--- src/rtl/tgl_pkg.sv ---
package tgl_pkg;
  typedef enum logic [2:0] {
    RES_NONE    = 3'd0,
    RES_BUSY    = 3'd1,
    RES_DONE    = 3'd2,
    RES_SUSP    = 3'd3,
    RES_ABORT   = 3'd4,
    RES_TIMEOUT = 3'd5
  } resCode_t;

  typedef struct packed {
    logic clear;     // start accepted: latch address and flag, rewind
    logic capture;   // store the acknowledged read word
    logic emitMain;  // publish the first-phase verdict
    logic emitSusp;  // publish the second-phase verdict
  } dpCtl_t;

  localparam int MAIN_READS  = 3;
  localparam int TOTAL_READS = 5;
endpackage

--- src/rtl/tgl_ctrl.sv ---
module tgl_ctrl
  import tgl_pkg::*;
(
  input  logic   clk,
  input  logic   rstN,
  input  logic   startReq,
  input  logic   readAck,
  input  logic   mainToggle,
  output dpCtl_t ctl,
  output logic   readReq,
  output logic   idle
);
  localparam int CNT_W = $clog2(TOTAL_READS + 1);

  typedef enum logic [1:0] {S_IDLE, S_READ, S_CHK_MAIN, S_CHK_SUSP} state_t;

  state_t state;
  logic [CNT_W-1:0] readCnt;

  assign idle    = (state == S_IDLE);
  assign readReq = (state == S_READ);

  always_comb begin
    ctl          = '0;
    ctl.clear    = idle && startReq;
    ctl.capture  = readReq && readAck;
    ctl.emitMain = (state == S_CHK_MAIN) && mainToggle;
    ctl.emitSusp = (state == S_CHK_SUSP);
  end

  always_ff @(posedge clk) begin
    if (!rstN) begin
      state   <= S_IDLE;
      readCnt <= '0;
    end else begin
      case (state)
        S_IDLE: if (startReq) begin
          state   <= S_READ;
          readCnt <= '0;
        end
        S_READ: if (readAck) begin
          readCnt <= readCnt + 1'b1;
          if (readCnt == CNT_W'(MAIN_READS - 1))
            state <= S_CHK_MAIN;
          else if (readCnt == CNT_W'(TOTAL_READS - 1))
            state <= S_CHK_SUSP;
        end
        S_CHK_MAIN: state <= mainToggle ? S_IDLE : S_READ;
        S_CHK_SUSP: state <= S_IDLE;
        default:    state <= S_IDLE;
      endcase
    end
  end
endmodule

--- src/rtl/tgl_datapath.sv ---
module tgl_datapath
  import tgl_pkg::*;
#(
  parameter int DEVICES = 2,
  parameter int LANE_W  = 8,
  parameter int ADDR_W  = 26
) (
  input  logic                      clk,
  input  logic                      rstN,
  input  dpCtl_t                    ctl,
  input  logic [ADDR_W-1:0]         statusAddr,
  input  logic                      wbActive,
  input  logic [DEVICES*LANE_W-1:0] readData,
  output logic [ADDR_W-1:0]         readAddr,
  output logic                      mainToggle,
  output logic                      resValid,
  output logic [2:0]                resCode
);
  localparam int DATA_W  = DEVICES * LANE_W;
  localparam int PTR_W   = $clog2(TOTAL_READS);
  localparam int BIT_TGL = 6;
  localparam int BIT_TMO = 5;
  localparam int BIT_SUS = 2;
  localparam int BIT_ABT = 1;

  logic [DATA_W-1:0] words [TOTAL_READS];
  logic [PTR_W-1:0]  wrPtr;
  logic              wbQ;

  always_ff @(posedge clk) begin
    if (!rstN) begin
      readAddr <= '0;
      wbQ      <= 1'b0;
      wrPtr    <= '0;
    end else if (ctl.clear) begin
      readAddr <= statusAddr;
      wbQ      <= wbActive;
      wrPtr    <= '0;
    end else if (ctl.capture) begin
      wrPtr    <= wrPtr + 1'b1;
    end
  end

  always_ff @(posedge clk) begin
    if (ctl.capture) words[wrPtr] <= readData;
  end

  logic [DEVICES-1:0] laneTgl, laneAbt, laneTmo, laneSus;

  for (genvar d = 0; d < DEVICES; d++) begin : g_lane
    localparam int B = d * LANE_W;
    assign laneTgl[d] = (words[0][B+BIT_TGL] ^ words[1][B+BIT_TGL]) &
                        (words[1][B+BIT_TGL] ^ words[2][B+BIT_TGL]);
    assign laneAbt[d] = words[0][B+BIT_ABT];
    assign laneTmo[d] = words[0][B+BIT_TMO];
    assign laneSus[d] = words[3][B+BIT_SUS] ^ words[4][B+BIT_SUS];
  end

  resCode_t codeMain, codeSusp;

  assign mainToggle = &laneTgl;

  always_comb begin
    if (wbQ && (&laneAbt))  codeMain = RES_ABORT;
    else if (&laneTmo)      codeMain = RES_TIMEOUT;
    else                    codeMain = RES_BUSY;
    if (~|laneSus)          codeSusp = RES_DONE;
    else if (&laneSus)      codeSusp = RES_SUSP;
    else                    codeSusp = RES_BUSY;
  end

  always_ff @(posedge clk) begin
    if (!rstN) begin
      resValid <= 1'b0;
      resCode  <= RES_NONE;
    end else begin
      resValid <= ctl.emitMain || ctl.emitSusp;
      if (ctl.emitMain)      resCode <= codeMain;
      else if (ctl.emitSusp) resCode <= codeSusp;
    end
  end
endmodule

--- src/rtl/tgl_status_poller.sv ---
module tgl_status_poller
  import tgl_pkg::*;
#(
  parameter int DEVICES = 2,
  parameter int LANE_W  = 8,
  parameter int ADDR_W  = 26
) (
  input  logic                      clk,
  input  logic                      rstN,
  input  logic                      startReq,
  input  logic [ADDR_W-1:0]         statusAddr,
  input  logic                      wbActive,
  output logic                      idle,
  output logic                      readReq,
  output logic [ADDR_W-1:0]         readAddr,
  input  logic                      readAck,
  input  logic [DEVICES*LANE_W-1:0] readData,
  output logic                      resValid,
  output logic [2:0]                resCode
);
  dpCtl_t ctl;
  logic   mainToggle;

  tgl_ctrl u_ctrl (
    .clk(clk), .rstN(rstN), .startReq(startReq), .readAck(readAck),
    .mainToggle(mainToggle), .ctl(ctl), .readReq(readReq), .idle(idle)
  );

  tgl_datapath #(.DEVICES(DEVICES), .LANE_W(LANE_W), .ADDR_W(ADDR_W)) u_dp (
    .clk(clk), .rstN(rstN), .ctl(ctl), .statusAddr(statusAddr),
    .wbActive(wbActive), .readData(readData), .readAddr(readAddr),
    .mainToggle(mainToggle), .resValid(resValid), .resCode(resCode)
  );
endmodule

--- config.mk ---
export PLATFORM = sky130hd
export DESIGN_NAME = tgl_status_poller
export DESIGN_NICKNAME = d
export VERILOG_FILES = /design/src/rtl/tgl_pkg.sv /design/src/rtl/tgl_ctrl.sv /design/src/rtl/tgl_datapath.sv /design/src/rtl/tgl_status_poller.sv
export SDC_FILE = /design/constraint.sdc
export NUM_CORES = 1
export LEC_CHECK = 0
export ABC_AREA = 1
export BUFFER_PORTS_ARGS = -buffer_cell sky130_fd_sc_hd__buf_4
export CORE_ASPECT_RATIO = 1.5
export CORE_UTILIZATION = 35
export CTS_CLUSTER_DIAMETER = 80
export DETAILED_ROUTE_END_ITERATION = 7
export SYNTH_ARGS = -nofsm -noshare
export SYNTH_HDL_FRONTEND = slang
export SYNTH_SLANG_ARGS = --single-unit
--- constraint.sdc ---
create_clock -name clk -period 2.69 [get_ports clk]
set_input_delay 0.4035 -clock clk [delete_from_list [all_inputs] [get_ports clk]]
set_output_delay 0.4035 -clock clk [all_outputs]
set_load 0.005 [all_outputs]
==> results of run 1 <==
-- state kept, by name (all words and copies together), names as in the netlist --
signal,count
u_ctrl.readCnt,3
u_ctrl.state,2
u_dp.readAddr,26
u_dp.resCode,3
u_dp.resValid,1
u_dp.wbQ,1
u_dp.words,14
u_dp.wrPtr,3
-- cell type report --
class / instances / area [sq um] / area share, %
Clock inverter: 2 / 33.8 / 1.19
Multi-Input combinational cell: 162 / 822 / 29.1
Inverter: 21 / 83.8 / 2.96
Clock buffer: 6 / 72.6 / 2.57
Timing Repair Buffer: 70 / 526 / 18.6
Tap cell: 72 / 90.1 / 3.18
Sequential cell: 53 / 1200 / 42.5
-- placed cells by master, fill, tap and decap left out, types with 2 or more instances in the layout --
master                     netlist  final
sky130_fd_sc_hd__ha_1            5      5
sky130_fd_sc_hd__nand4_1         3      3
sky130_fd_sc_hd__dfxtp_1        39     39
sky130_fd_sc_hd__nand2_2         3      3
sky130_fd_sc_hd__o21ai_0        20     20
sky130_fd_sc_hd__buf_4           2     70
sky130_fd_sc_hd__o21ai_2        10     10
sky130_fd_sc_hd__inv_1          19     19
sky130_fd_sc_hd__xnor2_1         2      2
sky130_fd_sc_hd__a21oi_1        12     12
sky130_fd_sc_hd__edfxtp_1       14     14
sky130_fd_sc_hd__nand2_1        26     26
sky130_fd_sc_hd__nor2_1         66     66
sky130_fd_sc_hd__inv_4           2      2
sky130_fd_sc_hd__or2_2           2      2
sky130_fd_sc_hd__nand3_1         6      6
sky130_fd_sc_hd__clkbuf_8        0      5
-- cell families (layout without fill, tap and decap cells) --
family,after synthesis,in the layout
and+or+nand+nor,112,112
DFF,53,53
AOI/OAI and AO/OA,43,43
xor gates and xnor gates,2,2
adders and majority gates,5,5
buffers and inverters,29,99
-- stage by stage --
| stage | hold WS [ps] | total power (W) |
|---|---|---|
| 6_report | 279 | 0.00164 |
| 2_1_floorplan | 447 | 0.00103 |
| 3_5_place_dp | 474 | 0.00114 |
| 5_1_grt | 259 | 0.00173 |
| 4_1_cts | 269 | 0.00166 |
| 3_3_place_gp | 464 | 0.00114 |
-- metal layers --
| layer | track usage (%) | wire length [um] |
|---|---|---|
| met1 | 14.4 | 1700 |
| met3 | 5.14 | 280 |
| met4 | 5.89 | 74 |
| met2 | 25.1 | 2210 |
| met5 | 0 | 0 |
-- final timing paths --
check                      endpoint             from  cells past startpoint  slack [ps]
setup / recovery  u_dp.words[0][13]  u_ctrl.state[0]                      4        1020
hold / removal     u_dp.words[0][1]      readData[1]                      1         280
setup reg to reg  u_dp.words[0][13]  u_ctrl.state[0]                      4        1020
hold reg to reg     u_dp.resCode[2]  u_dp.resCode[2]                      2         480
-- power groups by stage --
stage	clock network, W	registers [W]	logic [W]
finish	0.000520	0.000886	0.000234
detailed placement	0	0.000905	0.000240
CTS	0.000538	0.000887	0.000240
global route	0.000572	0.000893	0.000265
global placement	0	0.000904	0.000237
floorplan	0	0.000907	0.000118
==> results, run 1 <==
- The die covers 0.00650 sq mm.
- The type of element capturing the critical path is a flip-flop.
- The detailed-route DRC error count is 0.
- In the post-synthesis netlist, the biggest area contributors are sky130_fd_sc_hd__dfxtp_1 36%, sky130_fd_sc_hd__edfxtp_1 19%, sky130_fd_sc_hd__nor2_1 11%.
- The family with the most delay on the worst path is simple AND/OR/NAND/NOR gates.
- The critical path goes through nand2_2 -> nor2_8 -> nand2_1 -> nor2_1.
- After the first detailed-routing iteration, the DRC count stood at 59.
- The biggest area contributor in the post-synthesis netlist is sky130_fd_sc_hd__dfxtp_1.
- The clock network fraction of total power is 31.7%.
- The via count of the first global-routing pass is 1630.
- STA classifies the critical path startpoint as a flip-flop.
- In this design, the stage delay of the slowest critical-path cell is 450 ps.
- The number of nets produced by synthesis is 296.
- The post-route non-filler standard cell count is 386.
- After detailed routing, the average wire length per cell comes to 11.0 um.
- Entering global routing, the biggest net connects 32 pins.
- After clock tree synthesis, the clock-pin slew on the worst setup and hold paths is 80 ps.
- For this run, the detailed router's first-pass iteration total came to 6.
- The sequential group share of total power is 54.0%.
- The share of the Yosys chip area taken by registers is 55.6%.
- Setup violations remaining at the end of the flow were counted as 0.
- The net switching share of the total power is 23.4%.
- The clock latency at the later pin of the worst-skew pair is 300 ps.
- For this design, the CTS-stage hold fixing added 0 buffers.
- Routability-driven placement finished with a final weighted congestion of 0.738.
- The placeable core region is 0.00587 sq mm.
- Measured on the finished design, the core utilization comes to 48.2%.
- The largest vdd supply drop is 0.343 mV.
- In this run the mean area of a mapped cell was 8.86 sq um.
- Of the available clock period, the critical path in the final layout requires 61.9%.
- The maximum achievable frequency is 600 MHz.
- In this run the number of H-tree levels came out at 2.
- The portion of synthesized area spent on multiplexers is 0%.
- The internal portion of total power is 0.00126 W.
- After detailed placement, the total cell area comes to 0.00272 sq mm.
- The most used flip-flop cell after synthesis is sky130_fd_sc_hd__dfxtp_1.
- The repair_antennas step left the layout with diodes totalling 0.
- The worst pin sits at a relative slew slack of 65.4%.
- Cells with a size suffix above 1 make up 30.9% of the layout.
- The layout overhead on the synthesized area is 30.8%.
- After the last flow step, the layout net total stands at 365.
- The count of nets left with antenna violations once routing finished came out at 0.
- The xor-xnor portion of the synthesized cell area is 0.810%.
- After legalization and detailed placement, the total HPWL measured 3140 um.
- The number of warnings reported in the yosys synthesis log is 0.
- The share of synthesized flip-flops with an asynchronous set or reset is 0%.
- The adder-cell share of the synthesized area is 2.89%.
- The total I/O pin count is 79.
- The static leakage is 1.27 nW.
- The logic gate share of total power is 14.3%.
- The synthesized-area fraction occupied by and/or/nand/nor cells is 22.6%.
- The clock net sink count is 53.
- After synthesis, the largest family of logic cells by area is simple AND/OR/NAND/NOR gates.
- In this run the vertical extent of the chip is 98.3 um.
- The final max-slew violation count is 0.
- The critical path in this run is classified as flip-flop to flip-flop.
- The measured slew at the worst slew-check pin is 518 ps.
- Clock tree synthesis selected as its root buffer the cell sky130_fd_sc_hd__clkbuf_8.
- For this configuration, the core starts out at a cell density of 36.8%.
- The routed layout has 1749 vias.
- Row generation in the floorplan step produced 34 rows.
- The net switching power is 0.000383 W.
- The worst path needs 1670 ps of the cycle, external delays included.
- The synthesized netlist contains 28 unique library cells.
- The cell count after synthesis came out at 244.
- After detailed routing, the total wire length is 4260 um.
- The worst setup skew after layout is 5.30 ps.
- The total global routing overflow is 0.
- Yosys mapped a number of flops with a built-in enable equal to 14.
- The worst setup slack after layout is 1020 ps.
- The global-route wire length before repair is 6940 um.
- The count of buffers inserted at the top-level ports is 70.
- In this run the worst path has a maximum fanout of 8.
- TritonCTS built the clock tree.
- The worst setup timing slack at the placement stage is 992 ps.
- The path class of the tightest hold or removal check is primary input to flip-flop.
- The total clock buffers created by CTS is 5.
- The final hold violation count is 0.
- After detailed placement, the design holds a cell count of 378.
- The most repeated cell in the gate-level netlist after synthesis is sky130_fd_sc_hd__nor2_1.
- The x dimension of the die is 66.2 um.
- The synthesized design devotes to its leading area cell type 36.1% of total area.
- At the worst endpoint, the required time is 2630 ps.
- Among all stages on the critical path, the largest delay is contributed by sky130_fd_sc_hd__dfxtp_1.
- Counting flops and latches in the post-synthesis netlist gives 53.
- In the synthesized netlist, the cells that appear most often are 66 x sky130_fd_sc_hd__nor2_1, 39 x sky130_fd_sc_hd__dfxtp_1, 26 x sky130_fd_sc_hd__nand2_1.
- The final sum of negative setup slack is 0 ps.
- The number of buffer and inverter stages on the critical path is 0.
- The layout has 597 filler cells.
- Max-cap violations in this run came to 0.
- The run finished with clean final reports.
- After routing the design area is 0.00283 sq mm.
- In the routed layout, each cell is associated on average with a via count of 4.53.
- Data arrives at the worst endpoint at 1610 ps.
- Setup repair after global routing left no endpoint under its margin.
- The maximum count of clock buffers along a single path is 2.
- The power per unit of standard cell area is 580 mW/mm^2.
- Across every metal layer, demand over resource in global routing totals 14.1%.
- Once the clock tree was built, the setup fixing pass inserted 0 buffers.
- The compound-cell area share of the yosys netlist is 11.7%.
- The synthesized cell area is 0.00216 sq mm.
- The number of antenna violations at the first check in global routing is 0.
- The post-cts resize count is 0.
Power figures use the tool's default switching activity.
==> inputs of run 2 (changes only) <==
==> constraint.sdc (replaced) <==
create_clock -name clk -period 1.4 [get_ports clk]
set_input_delay 0.21 -clock clk [delete_from_list [all_inputs] [get_ports clk]]
set_output_delay 0.21 -clock clk [all_outputs]
set_load 0.005 [all_outputs]
==> results, run 2 (same netlist as run 1, synthesis figures left out) <==
- The run finished with clean final reports.
- The type of element capturing the critical path is a flip-flop.
- The count of buffers added on input and output ports is 70.
- The clock network fraction of total power is 30.9%.
- For this run, the share of the core covered by cells in the final layout is 50.5%.
- The worst slew margin relative to its limit is 80.2%.
- The internal portion of total power is 0.00246 W.
- VDD sags by at most 0.671 mV.
- More flip-flops sit in one register than any other, and that register is u_dp.readAddr.
- The worst endpoint required time is 1400 ps.
- Based on the critical path, the design can be clocked at up to 735 MHz.
- The first global-routing pass estimated 6890 um of wire.
- In this run, flip-flops and latches consume 53.1% of the power.
- The worst setup skew after layout is 3.20 ps.
- For the worst flop-to-flop path, the logic depth is 7.
- The count of hold buffers inserted by post-cts repair is 0.
- Summed over all cells, the static leakage comes to 1.33 nW.
- For this run the aggregate overflow at the end of global routing stands at 0.
- The tool flagged a number of max-cap violations equal to 0.
- The largest registers in the layout are u_dp.readAddr x26, u_dp.words x14.
- Data arrives at the worst endpoint at 1360 ps.
- The global routing usage summed across all routing layers is 13.8%.
- The later pin in the worst-skew pair is clocked with a latency of 300 ps.
- The half-perimeter wire length of the detailed placement result is 3320 um.
- The measured slew at the worst slew-check pin is 298 ps.
- Setup violations remaining at the end of the flow were counted as 0.
- The routability-driven placement congestion ratio is 0.766.
- The critical path's largest stage delay is 320 ps.
- The register with the most flip-flops in the layout has 26 of them.
- The final antenna diode count is 0.
- Of the available clock period, the critical path in the final layout requires 97.2%.
- The total clock buffers created by CTS is 5.
- The net switching share of the total power is 23.2%.
- The initial DRC count is 43.
- The via count of the first global-routing pass is 1620.
- In the layout the commonest cells are 76 x sky130_fd_sc_hd__buf_4, 64 x sky130_fd_sc_hd__nor2_1, 39 x sky130_fd_sc_hd__dfxtp_1.
- The net count of the finished layout is 374.
- Walking the worst path, the cells encountered are inv_1 -> nand2_2 -> nor2_8 -> inv_4 -> nor2_1 -> inv_1 -> nor2_1.
- The fraction of final layout cells sized beyond drive strength 1 is 34.4%.
- The reg2reg setup slack is 40 ps.
- The analysis attributes to net switching a power of 0.000741 W.
- Among all stages on the critical path, the largest delay is contributed by sky130_fd_sc_hd__dfxtp_1.
- The die is 66.2 um wide.
- Counting every sink on the clock net gives 53.
- The placeable core region is 0.00587 sq mm.
- The floorplan has 34 rows.
- Setup repair after global routing could not meet its margin everywhere.
- From synthesis to final layout, the design area changed by 37.1%.
- The final max-slew violation count is 0.
- The root buffer cell is sky130_fd_sc_hd__clkbuf_8.
- The final hold violation count is 0.
- The TritonCTS clock tree is built.
- The worst hold path belongs to the class primary input to flip-flop.
- Counting along the longest clock path gives a buffer depth of 2.
- The overall die area is 0.00650 sq mm.
- The starting density of the core is 36.8%.
- The final route contains 1778 vias.
- In this run the critical register-to-register path is launched from u_ctrl.state[1].
- The number of nets still failing antenna checks after routing is 0.
- The pin count of the biggest net entering global routing is 28.
- The fill cell total of the finished layout is 581.
- The total power after layout is 0.00320 W.
- The share of total power dissipated in combinational logic is 15.9%.
- The library cell used most frequently in the layout, excluding fill and tap cells, is sky130_fd_sc_hd__buf_4.
- Power spread over the standard cell area amounts to 1080 mW/mm^2.
- In this run the worst path has a maximum fanout of 5.
- STA classifies the critical path startpoint as a flip-flop.
- The endpoint of the worst-slack reg-to-reg timing path is u_dp.words[1][14].
- The shortest period the worst path allows is 1360 ps.
- The critical path starts at u_ctrl.state[1].
- In the routed layout, each cell is associated on average with a via count of 4.50.
- The number of antenna violations at the first check in global routing is 0.
- After clock tree synthesis, the clock-pin slew on the worst setup and hold paths is 90 ps.
- The worst setup path endpoint is u_dp.words[1][14].
- For this design the top-level I/O count stands at 79.
- The total length of routed wires is 4290 um.
- The die outline height is 98.3 um.
- The clock tree synthesis step divided the H-tree into 2 levels.
- The worst setup path is of the flip-flop to flip-flop kind.
- After detailed routing, the number of remaining DRC violations is 0.
- The per-cell routed wire length is 10.8 um.
- The detailed-router iteration count before antenna repair is 4.
## run 2: cell types whose count changed in the layout (fill, tap and decap cells not counted), sizes merged
| cell | delta |
|---|---|
| buf | +9 |
## run 2: metal layers
| layer | vias up | global-route usage, % | share of wire [%] |
|---|---|---|---|
| met5 | - | 0 | 0 |
| met4 | 0 | 6.55 | 2.1 |
| met3 | 7 | 4.56 | 6.7 |
| met2 | 51 | 24.6 | 52 |
| met1 | 782 | 14.1 | 39 |
| li1 | 938 | - | - |
## run 2: timing repair
item | 4_1_cts | 5_1_grt
endpoints found under the setup margin | 0 | 15
setup buffers | 0 | 0
gates resized for setup | 0 | 5
## run 2: area by class of cell
| cell class | count | area [sq um] | area share, % |
|---|---|---|---|
| Inverter | 21 | 83.8 | 2.83 |
| Timing Repair Buffer | 79 | 631 | 21.3 |
| Multi-Input combinational cell | 162 | 852 | 28.7 |
| Tap cell | 72 | 90.1 | 3.04 |
| Clock buffer | 6 | 72.6 | 2.45 |
| Sequential cell | 53 | 1200 | 40.5 |
| Clock inverter | 2 | 33.8 | 1.14 |
## run 2: worst min path at each step
| stage | start | to | slack (ps) | cells after the start |
|---|---|---|---|---|
| CTS | readData[1] | u_dp.words[0][1] | 70 | 1 |
| floorplan | readData[13] | u_dp.words[0][13] | 310 | 0 |
| global route | readData[5] | u_dp.words[0][5] | 70 | 1 |
| finish | readData[1] | u_dp.words[0][1] | 80 | 1 |
| global placement | readData[13] | u_dp.words[0][13] | 390 | 1 |
| detailed placement | readData[1] | u_dp.words[0][1] | 390 | 1 |
## run 2: metrics by stage
step	setup slack, ps	cells	hold slack, ps	TNS, ps	area, sq um
after floorplan	63.1	244	309	0	2160
after global placement	65.1	387	394	0	2830
after detailed placement	47.5	387	394	0	2830
after CTS	36.4	395	72.8	0	2940
after global routing	-44.0	395	66.3	-284	2960
final	38.9	395	82.8	0	2960
## run 2: critical path, delay by kind of cell, from the launching register on
family / cells / cell delay (ps)
simple gates: 4 / 530
buf+inv: 3 / 210
flops: 1 / 320
## run 2: power groups by stage
stage | logic (W) | registers [W] | clock network, W
floorplan | 0.000228 | 0.00174 | 0
global placement | 0.000507 | 0.00173 | 0
finish | 0.000509 | 0.00170 | 0.000991
detailed placement | 0.000513 | 0.00174 | 0
CTS | 0.000513 | 0.00170 | 0.00103
global route | 0.000568 | 0.00171 | 0.00109
==> inputs of run 3 (changes only) <==
--- a/config.mk
+++ b/config.mk
@@ -5,7 +5,6 @@
 export SDC_FILE = /design/constraint.sdc
 export NUM_CORES = 1
 export LEC_CHECK = 0
-export ABC_AREA = 1
 export BUFFER_PORTS_ARGS = -buffer_cell sky130_fd_sc_hd__buf_4
 export CORE_ASPECT_RATIO = 1.5
 export CORE_UTILIZATION = 35
==> results, run 3 <==
- The kind of cell with the highest combined delay along the critical path is simple AND/OR/NAND/NOR gates.
- TritonCTS built the clock tree.
- The cell depth of the worst min-delay path is 1.
- The clock net sink count is 53.
- The register bit total from synthesis is 53.
- In the final layout, the registers with the most flip-flops are u_dp.readAddr x26, u_dp.words x14.
- Of the total power, registers draw 57.7%.
- The class of the tightest hold or removal check is primary input to flip-flop.
- Compared with the post-synthesis result, the final layout area differs by 39.3%.
- The share of total power dissipated in the clock network is 29.3%.
- Counting every net in the synthesized netlist gives 268.
- Registers take 0.00120 sq mm.
- The total of max-cap violations is 0.
- Net switching is 23.9% of the power.
- The type of the worst setup path is flip-flop to flip-flop.
- Summed over its instances, the top area cell type makes up 37.7% of the synthesized netlist area.
- Each instance of the synthesized netlist takes up on average 9.58 sq um.
- The worst hold slack after final layout is 77.6 ps.
- At the pin with the least slew margin, the transition time is 370 ps.
- The total length of routed wires is 4570 um.
- The detail route stage leaves a number of antenna-violating nets equal to 0.
- The die is 64.8 um wide.
- The net count of the finished layout is 345.
- The type of element capturing the critical path is a flip-flop.
- The maximum count of clock buffers along a single path is 2.
- Setup repair after global routing could not meet its margin everywhere.
- The cell count along the critical path is 4.
- At the end of routability-driven placement, the weighted congestion stood at 0.747.
- For this run, design rule violations remaining after detail routing come to 0.
- The placeable core region is 0.00557 sq mm.
- The power per unit of standard cell area is 1000 mW/mm^2.
- For the final database, setup skew stands at 6.60 ps.
- The critical path ends at u_dp.resCode[0].
- Headroom to the max-slew limit came out at 75.3%.
- The clock latency at the later pin of the worst-skew pair is 300 ps.
- After technology mapping, the gate count stands at 216.
- The global routing usage summed across all routing layers is 15.0%.
- The critical-path maximum fanout is 2.
- After synthesis, the cell types taking the most area are sky130_fd_sc_hd__dfxtp_1 38%, sky130_fd_sc_hd__edfxtp_1 20%, sky130_fd_sc_hd__nand2_1 12%.
- Sequential elements use 58.1% of the synthesized area.
- Leaving out fill and tap cells, the most frequent cell in the layout is sky130_fd_sc_hd__buf_4.
- The number of antenna diodes in the final layout is 0.
- The number of antenna violations at the first check in global routing is 0.
- Yosys mapped a number of flops with a built-in enable equal to 14.
- The arrival time at the worst endpoint is 1790 ps.
- The per-cell routed wire length is 12.6 um.
- In this run the vertical extent of the chip is 96.2 um.
- Across the VDD grid, the largest voltage drop is 0.517 mV.
- The worst register-to-register path begins at u_dp.words[0][6].
- The static leakage is 1.18 nW.
- The number of different library cells used by synthesis comes to 32.
- The checks that failed: setup timing.
- The fill cell total of the finished layout is 542.
- The count of cells along the worst register-to-register path is 4.
- For this run, the detailed router's first-pass iteration total came to 4.
- The critical path goes through or3b_4 -> a22oi_4 -> mux2_4 -> o21a_1.
- Summing all multi-input logic gate instances after layout gives 846 sq um.
- The starting density of the core is 37.1%.
- For the finished layout, the period the worst path requires is 1580 ps.
- The cell area that synthesis handed to floorplanning was 0.00207 sq mm.
- The slowest library cell on the worst path is sky130_fd_sc_hd__or3b_4.
- The floorplan has 33 rows.
- The final max-slew violation count is 0.
- The final hold violation count is 0.
- Counting instances in the post-synthesis netlist gives the leading cell types as 66 x sky130_fd_sc_hd__nand2_1, 39 x sky130_fd_sc_hd__dfxtp_1, 31 x sky130_fd_sc_hd__a21oi_1.
- For this run, the leading register cell type out of synthesis is sky130_fd_sc_hd__dfxtp_1.
- The clock tree synthesis step divided the H-tree into 2 levels.
- The fraction of final layout cells sized beyond drive strength 1 is 33.7%.
- The most flop-heavy register is u_dp.readAddr.
- The number of warnings reported in the yosys synthesis log is 0.
- The via count of the first global-routing pass is 1521.
- CTS placed an instance of sky130_fd_sc_hd__clkbuf_8 at the clock tree root.
- The total overflow left after global routing is 0.
- The endpoint identified for the worst register-to-register timing path is u_dp.resCode[0].
- The maximum achievable frequency is 632 MHz.
- The via-per-instance ratio is 4.58.
- The worst setup slack after layout is -184 ps.
- The logic gate share of total power is 13.0%.
- The critical path startpoint category is a flip-flop.
- The run finished, with violations left.
- The placed cell area is 0.00278 sq mm.
- For this run, the slowest stage of the critical path takes 420 ps.
- In this run the tool buffered the top-level ports with 70 buffer cells.
- Entering global routing, the biggest net connects 29 pins.
- The most repeated cell in the gate-level netlist after synthesis is sky130_fd_sc_hd__nand2_1.
- The first global-routing pass estimated 7130 um of wire.
- Internal power comes to 0.00219 W.
- Summed over all nets, the switching power comes to 0.000689 W.
- The final instance area is 0.00288 sq mm.
- The flip-flop count of the largest register after layout is 26.
- The via count of the routed design is 1668.
- The share of synthesized flip-flops with an asynchronous set or reset is 0%.
- The startpoint of the most critical hold path is readData[1].
- The final cycle utilization of the critical path is 113%.
- The total I/O pin count is 79.
- Setup violations remaining at the end of the flow were counted as 4.
- The number of buffer and inverter stages on the critical path is 0.
- The source of the critical timing path is u_dp.words[0][6].
- The clock transition at the registers of the reported paths is 100 ps.
- Leaving out fill and tap cells, the most frequent cells in the layout are 79 x sky130_fd_sc_hd__buf_4, 65 x sky130_fd_sc_hd__nand2_1, 39 x sky130_fd_sc_hd__dfxtp_1.
- The reg2reg setup slack is -180 ps.
- The largest area contributor in the synthesized netlist is sky130_fd_sc_hd__dfxtp_1.
- Summed over all nets, the half-perimeter wirelength after detailed placement is 3440 um.
- The initial DRC count is 34.
- The die covers 0.00623 sq mm.
- Buffers inserted during clock tree synthesis total 5.
- Data on the critical path is required at its endpoint by 1610 ps.
## run 3: worst min path at each step
| stage | endpoint | slack [ps] |
|---|---|---|
| floorplan | u_dp.words[0][13] | 310 |
| global placement | u_dp.words[0][9] | 390 |
| detailed placement | u_dp.words[0][5] | 390 |
| CTS | u_dp.words[0][1] | 70 |
| global route | u_dp.words[0][13] | 60 |
| finish | u_dp.words[0][1] | 80 |
## run 3: metal layers
metal | GRT usage (%) | wire [um] | vias up
met5 | 0 | 0 | -
met4 | 6.11 | 72 | 0
met3 | 2.37 | 184 | 5
met2 | 27.5 | 2460 | 40
met1 | 17.1 | 1850 | 745
li1 | - | - | 878
## run 3: final cells by class
class                   count  area share [%]
flip-flops and latches     53            41.7
multi-input cells         147            29.4
repair buffers             82            22.4
well taps                  70            3.04
clock buffers               6            2.52
clock inverters             2           0.521
inverters                   4           0.521
## run 3: per-stage QoR
step / setup TNS, ps / setup WS [ps] / utilization (%) / power, W / std cells
final: -491 / -184 / 51.7 / 0.00288 / 364
after global routing: -680 / -209 / 51.7 / 0.00304 / 364
after CTS: -494 / -184 / 51.6 / 0.00293 / 364
after detailed placement: -485 / -184 / 49.9 / 0.00208 / 355
after global placement: -313 / -141 / 49.9 / 0.00207 / 355
after floorplan: -168 / -168 / - / 0.00186 / 216
## run 3: logic make-up after synthesis
kind of cell / Yosys count / synth area share, %
buffers and inverters: 16 / 3.63
adder cells (fa/ha/maj): 5 / 3.02
flip-flops: 53 / 58.1
AND/OR/NAND/NOR: 93 / 20.1
XOR/XNOR: 5 / 2.12
AO/OA/AOI/OAI: 41 / 11.4
multiplexers: 3 / 1.69
## run 3: power by group through the flow
stage / Clock, W / Sequential [W] / Combinational, W
after global placement: 0 / 0.00170 / 0.000374
after CTS: 0.000883 / 0.00167 / 0.000381
after global routing: 0.000945 / 0.00167 / 0.000416
final: 0.000843 / 0.00166 / 0.000375
after floorplan: 0 / 0.00170 / 0.000157
after detailed placement: 0 / 0.00170 / 0.000380
## run 3: repair_timing
item,4_1_cts,5_1_grt
hold buffers,0,0
endpoints found under the setup margin,4,23
buffers inserted,1,0
gates resized for setup,0,2
